<file path="config.mk">
export PLATFORM = sky130hd
export DESIGN_NAME = grpmod_bank
export DESIGN_NICKNAME = d
export VERILOG_FILES = /design/src/rtl/grpmod_pkg.sv /design/src/rtl/grpmod_addr_dec.sv /design/src/rtl/grpmod_bit_policy.sv /design/src/rtl/grpmod_store.sv /design/src/rtl/grpmod_bank.sv
export SDC_FILE = /design/constraint.sdc
export NUM_CORES = 1
export LEC_CHECK = 0
export ABC_AREA = 0
export CAP_MARGIN = 10
export CORE_AREA = 2 2 238 240
export DETAILED_ROUTE_END_ITERATION = 10
export DIE_AREA = 0 0 240 242
export HOLD_SLACK_MARGIN = 0.03
export PLACE_DENSITY = 0.53
export SYNTH_ARGS = -nofsm -noshare
export SYNTH_HDL_FRONTEND = slang
export SYNTH_SLANG_ARGS = --single-unit
</file>
<file path="constraint.sdc">
create_clock -name clk -period 2.2 [get_ports clk]
set_input_delay 0.33 -clock clk [delete_from_list [all_inputs] [get_ports clk]]
set_output_delay 0.33 -clock clk [all_outputs]
set_load 0.1 [all_outputs]
</file>
<file path="src/rtl/grpmod_pkg.sv">
package grpmod_pkg;
  localparam int unsigned WORD_BITS = 32;

  typedef enum logic [1:0] {
    GRP_G0S  = 2'd0,
    GRP_G1NS = 2'd1,
    GRP_G1S  = 2'd2
  } grp_code_e;

  // {modifier, status} -> group code; 11 folds onto non-secure group 1
  function automatic logic [1:0] grp_decode(input logic mod_b, input logic stat_b);
    logic [1:0] code;
    unique case ({mod_b, stat_b})
      2'b00:   code = GRP_G0S;
      2'b10:   code = GRP_G1S;
      default: code = GRP_G1NS;
    endcase
    return code;
  endfunction
endpackage

</file>
<file path="src/rtl/grpmod_addr_dec.sv">
module grpmod_addr_dec #(
  parameter int unsigned ADDR_W    = 16,
  parameter logic [15:0] BASE_ADDR = 16'h3400,
  parameter int unsigned MAX_REGS  = 4,
  parameter int unsigned IDX_W     = (MAX_REGS > 1) ? $clog2(MAX_REGS) : 1
) (
  input  logic [ADDR_W-1:0]   addr,
  input  logic                ext_present,
  input  logic [4:0]          ext_range,
  output logic                hit,
  output logic [IDX_W-1:0]    idx,
  output logic [MAX_REGS-1:0] reg_active
);
  localparam logic [ADDR_W-1:0] BASE = ADDR_W'(BASE_ADDR);
  localparam logic [ADDR_W-1:0] SPAN = ADDR_W'(4 * MAX_REGS);

  logic [ADDR_W-1:0] offset;
  logic              in_win;

  for (genvar r = 0; r < MAX_REGS; r++) begin : g_active
    assign reg_active[r] = ext_present && (r <= int'(ext_range));
  end

  assign offset = addr - BASE;
  assign in_win = (addr >= BASE) && (offset < SPAN) && (addr[1:0] == 2'b00);
  assign idx    = offset[IDX_W+1:2];
  assign hit    = in_win && reg_active[idx];
endmodule

</file>
<file path="src/rtl/grpmod_bit_policy.sv">
module grpmod_bit_policy #(
  parameter int unsigned MAX_REGS = 4,
  parameter int unsigned NUM_INT  = MAX_REGS * 32
) (
  input  logic [MAX_REGS-1:0] reg_active,
  input  logic [NUM_INT-1:0]  impl_mask,
  input  logic [NUM_INT-1:0]  grp_status,
  input  logic                route_s,
  input  logic                route_ns,
  input  logic                sec_disable,
  input  logic                req_secure,
  output logic [NUM_INT-1:0]  live,
  output logic [NUM_INT-1:0]  vis
);
  for (genvar i = 0; i < NUM_INT; i++) begin : g_bit
    logic routed;
    // a status of 0 marks the interrupt as secure
    assign routed  = grp_status[i] ? route_ns : route_s;
    assign live[i] = reg_active[i / 32] && impl_mask[i] && routed;
    assign vis[i]  = live[i] && (req_secure || sec_disable || grp_status[i]);
  end
endmodule

</file>
<file path="src/rtl/grpmod_store.sv">
module grpmod_store #(
  parameter int unsigned MAX_REGS = 4,
  parameter int unsigned IDX_W    = (MAX_REGS > 1) ? $clog2(MAX_REGS) : 1
) (
  input  logic                     clk,
  input  logic                     rst_n,
  input  logic                     wr_en,
  input  logic [IDX_W-1:0]         idx,
  input  logic [31:0]              wdata,
  input  logic [31:0]              wmask,
  output logic [MAX_REGS*32-1:0]   bits
);
  for (genvar r = 0; r < MAX_REGS; r++) begin : g_row
    logic [31:0] row_q;
    always_ff @(posedge clk or negedge rst_n) begin
      if (!rst_n) begin
        row_q <= '0;
      end else if (wr_en && (int'(idx) == r)) begin
        row_q <= (row_q & ~wmask) | (wdata & wmask);
      end
    end
    assign bits[r*32 +: 32] = row_q;
  end
endmodule

</file>
<file path="src/rtl/grpmod_bank.sv">
module grpmod_bank #(
  parameter int unsigned MAX_REGS  = 4,
  parameter int unsigned ADDR_W    = 16,
  parameter logic [15:0] BASE_ADDR = 16'h3400
) (
  input  logic                      clk,
  input  logic                      rst_n,
  input  logic                      req_valid,
  output logic                      req_ready,
  input  logic                      req_write,
  input  logic                      req_secure,
  input  logic [ADDR_W-1:0]         req_addr,
  input  logic [31:0]               req_wdata,
  output logic                      rsp_valid,
  input  logic                      rsp_ready,
  output logic [31:0]               rsp_rdata,
  input  logic                      ext_present,
  input  logic [4:0]                ext_range,
  input  logic                      sec_disable,
  input  logic                      route_s,
  input  logic                      route_ns,
  input  logic [MAX_REGS*32-1:0]    impl_mask,
  input  logic [MAX_REGS*32-1:0]    grp_status,
  output logic [MAX_REGS*64-1:0]    grp_code
);
  import grpmod_pkg::*;

  localparam int unsigned NUM_INT = MAX_REGS * 32;
  localparam int unsigned IDX_W   = (MAX_REGS > 1) ? $clog2(MAX_REGS) : 1;

  logic                hit;
  logic [IDX_W-1:0]    idx;
  logic [MAX_REGS-1:0] reg_active;
  logic [NUM_INT-1:0]  live, vis, stored, eff;
  logic [31:0]         eff_row, vis_row, rd_word;
  logic                req_fire, wr_en;

  grpmod_addr_dec #(
    .ADDR_W(ADDR_W), .BASE_ADDR(BASE_ADDR), .MAX_REGS(MAX_REGS), .IDX_W(IDX_W)
  ) u_dec (
    .addr(req_addr), .ext_present(ext_present), .ext_range(ext_range),
    .hit(hit), .idx(idx), .reg_active(reg_active)
  );

  grpmod_bit_policy #(.MAX_REGS(MAX_REGS), .NUM_INT(NUM_INT)) u_policy (
    .reg_active(reg_active), .impl_mask(impl_mask), .grp_status(grp_status),
    .route_s(route_s), .route_ns(route_ns), .sec_disable(sec_disable),
    .req_secure(req_secure), .live(live), .vis(vis)
  );

  assign req_ready = !rsp_valid || rsp_ready;
  assign req_fire  = req_valid && req_ready;
  assign wr_en     = req_fire && req_write && hit;

  assign eff     = stored & live;
  assign eff_row = eff[{idx, 5'd0} +: 32];
  assign vis_row = vis[{idx, 5'd0} +: 32];
  assign rd_word = hit ? (eff_row & vis_row) : 32'd0;

  grpmod_store #(.MAX_REGS(MAX_REGS), .IDX_W(IDX_W)) u_store (
    .clk(clk), .rst_n(rst_n), .wr_en(wr_en), .idx(idx),
    .wdata(req_wdata), .wmask(vis_row), .bits(stored)
  );

  always_ff @(posedge clk or negedge rst_n) begin
    if (!rst_n) begin
      rsp_valid <= 1'b0;
      rsp_rdata <= '0;
    end else if (req_fire) begin
      rsp_valid <= 1'b1;
      rsp_rdata <= req_write ? 32'd0 : rd_word;
    end else if (rsp_ready) begin
      rsp_valid <= 1'b0;
    end
  end

  for (genvar i = 0; i < NUM_INT; i++) begin : g_code
    assign grp_code[2*i +: 2] = grp_decode(eff[i], grp_status[i]);
  end
endmodule

</file>
==> results.md <==
* Status: finished with violations
* Violated checks: negative setup slack
* Met2 WL post-DR at 40.8 mm
* Grt ovf at 0
* Crit start category: primary input
* Adder-cell share of the synthesized area at 0%
* Highest routed layer: met5
* Seq pwr share at 28.2%
* Max capacitance violation total at 0
* DR WL met3 at 6.45 mm
* Port Buffer Count at 608
* Total power at 0.0105 W
* Peak Freq at 422 MHz
* Combinational fraction of design power at 40.3%
* Layout cells sized above 1 at 41.4%
* Die W at 240 um
* Core ar. at 0.0557 mm2
* CTS tree: yes
* Distinct cells, synth at 63
* Clock power share at 31.5%
* Nets@finish at 2837
* Layout filler cell count at 5193
* Pin count of the biggest net entering global routing at 45
* Hold WS at 0.417 ns
* Final wirelength at 83.2 mm
* Crit path capture type: output pin
* Peak supply drop at 0.514 mV
* Max-slew headroom at 55.9%
* Clk_skew at 0.00524 ns
* Worst-path maximum fanout at 8
* Compound-Gate Fraction of Synth Area at 16.4%
* Number of enable flip-flop cells after synthesis at 0
* GPL Wtd Cong at 0.892
* Hold WC Path Type: primary input to asynchronous set/reset pin
* Register area at 0.00403 mm2
* Post-Synthesis Cells at 1755
* Sequential fraction of the synthesis area at 31.0%
* First-pass GRT wire length at 118 mm
* Pwr/cell area at 379 mW/mm2
* # setup viols final at 55
* Metal-1 WL at 33.3 mm
* Num Clock Sinks at 161
* Synth Area in XOR/XNOR at 0%
* Full die area at 0.0581 mm2
* CTS Buffer Depth at 2
* Total number of vias at 17300
* Initial Utilization at 23.3%
* Crit path DAT at 2.04 ns
* Final hold vios at 0
* Largest family of logic cells by synthesized area: simple AND/OR/NAND/NOR gates
* Dpl ws at -0.764 ns
* Top-Level Pins at 609
* Main synth FF type: dfrtp_1
* Starting DRT DRC Count at 1347
* Clk slew on worst S/H paths at 0.07 ns
* Final min period at 2.37 ns
* Unrepaired setup endpoints after global routing: true
* Layout Area Growth over Synthesis at 113%
* Dpl hpwl at 63.0 mm
* Leakage power at 11.3 nW
* Final WS setup at -0.167 ns
* Worst-Skew Late Latency at 0.46 ns
* Final Cycle Share at 108%
* Sw frac at 36.8%
* Total Routing Usage GR at 27.5%
* Cell area after synthesis at 0.0130 mm2
* Cells on worst reg2reg path at 7
* Final ANT Viol Nets at 0
* NetSw at 0.00387 W
* Synth Register Bits at 161
* Clock root buffer: clkbuf_16
* Slew @ Worst Pin at 0.662 ns
* Drt drc at 0
* Fraction of synthesized area in multiplexers at 15.0%
* Max Slew Vio Count at 0
* Antenna violations before repair at 9
* Die Y at 242 um
* Syn_nets at 2074
* Pre-antenna DRT Iters at 6
* Vias in the first global route at 17500
* Yosys Warn Count at 0
* Via density at 5.24
* # rows at 87
* Setup tns final at -3.72 ns
* Internal Power at 0.00665 W
* Syn Area/Cell at 7.41 um2
* Post-synthesis simple-gate area fraction at 30.2%
* Worst Path Required at 1.87 ns
* H-tree depth at 4
* Area of the multi-input gates at 0.00982 mm2
* Synth async-reset ratio at 100%
* Wire length per cell at 25.3 um
* Crit path kind: primary input to output pin
* Cts bufs inserted at 17
==> stage by stage <==
step           std cells  util (%)  area [um2]
3_5_place_dp        3207      46.8       26100
4_1_cts             3272      48.7       27200
2_1_floorplan       1755         -       14600
5_1_grt             3292      49.8       27700
6_report            3294      49.8       27700
3_3_place_gp        3207      46.8       26100
==> cell usage in the layout (no fill, tap or decap), drive strengths merged, types with 6 or more instances in the layout <==
master         count
buf              669
clkdlybuf4s50    306
nand2            293
o21ai            191
dfrtp            161
nor2             138
nand3            136
mux2             131
nor3              88
nand4             41
mux2i             37
a21oi             37
o21a              26
clkbuf            25
and3              25
nor4              25
nand2b            24
nand3b            19
o211ai            14
o31ai             13
a22oi             11
nor2b             10
a211oi            10
nor3b              8
diode              7
and4               7
clkinv             7
nand4b             6
o32ai              6
o311ai             6
inv                6
==> critical path, cell delays in order <==
cell	delay (ns)
buf_6	0.09
or4_4	0.57
buf_6	0.15
o21a_4	0.24
buf_12	0.18
nand2_8	0.18
nor3_4	0.09
buf_12	0.17
==> routing by layer <==
| layer | vias up | track usage [%] |
|---|---|---|
| met5 | - | 0 |
| met4 | 4 | 9.52 |
| met3 | 154 | 5.21 |
| met2 | 903 | 46.7 |
| met1 | 8406 | 34.8 |
| li1 | 7785 | - |
==> kinds of logic (layout without fill, tap and decap cells) <==
| logic type | count (synthesis) | after routing |
|---|---|---|
| and+or+nand+nor | 831 | 831 |
| buffers and inverters | 243 | 1019 |
| muxes | 172 | 172 |
| AOI/OAI and AO/OA | 348 | 348 |
| other | 0 | 7 |
| DFF | 161 | 161 |
==> power groups by stage <==
stage | Sequential, W | Clock, W | Combinational (W)
3_5_place_dp | 0.00302 | 0 | 0.00410
6_report | 0.00296 | 0.00332 | 0.00424
5_1_grt | 0.00296 | 0.00350 | 0.00441
3_3_place_gp | 0.00302 | 0 | 0.00409
4_1_cts | 0.00296 | 0.00338 | 0.00419
2_1_floorplan | 0.00303 | 0 | 0.00177
==> path summary, 6_finish.rpt <==
check	start	endpoint	slack (ns)
worst min-delay path	rst_n	asynchronous set/reset pin	0.42
worst min register to register	rsp_rdata[26]	rsp_rdata[26]	0.48
worst max register to register	rsp_valid	register	-0.08
max in group asynchronous	rst_n	rsp_valid	1.09
worst max-delay path	ext_range[4]	grp_code[127]	-0.17
min in group clk	route_s	rsp_rdata[5]	0.45
==> cell usage after synthesis (13+ instances only) <==
library cell	number	share of area, %
nand2_1	293	8.5
clkbuf_1	194	5.6
o21ai_0	187	7.2
dfrtp_1	161	31
nor2_1	138	4.0
nand3_1	135	5.2
mux2_2	120	10
nor3_1	87	3.3
nand4_1	41	2.0
a21oi_1	37	1.4
mux2i_1	37	2.8
buf_2	30	1.2
o21a_1	26	1.5
and3_1	25	1.2
nor4_1	25	1.2
nand2b_1	24	1.2
nand3b_1	19	1.1
o211ai_1	14	0.81
o31ai_1	13	0.75
==> layout make-up <==
cell class                      instances  area share [%]
Antenna cell                            7          0.0632
Clock buffer                           20            1.61
Clock inverter                         12           0.659
Inverter                                5          0.0857
Multi-Input combinational cell       1351            35.4
Sequential cell                       161            14.5
Tap cell                              756            3.41
Timing Repair Buffer                  982            44.2
==> timing repair <==
action                                  4_1_cts  5_1_grt
pin swaps                                    33       25
setup buffers                                33       13
gates resized for setup                      53       94
endpoints found under the hold margin        40        0
hold buffers                                  1        0
endpoints found under the setup margin      255      173
cloned                                        2        5
Note: power is estimated with default switching activity, not from simulation.
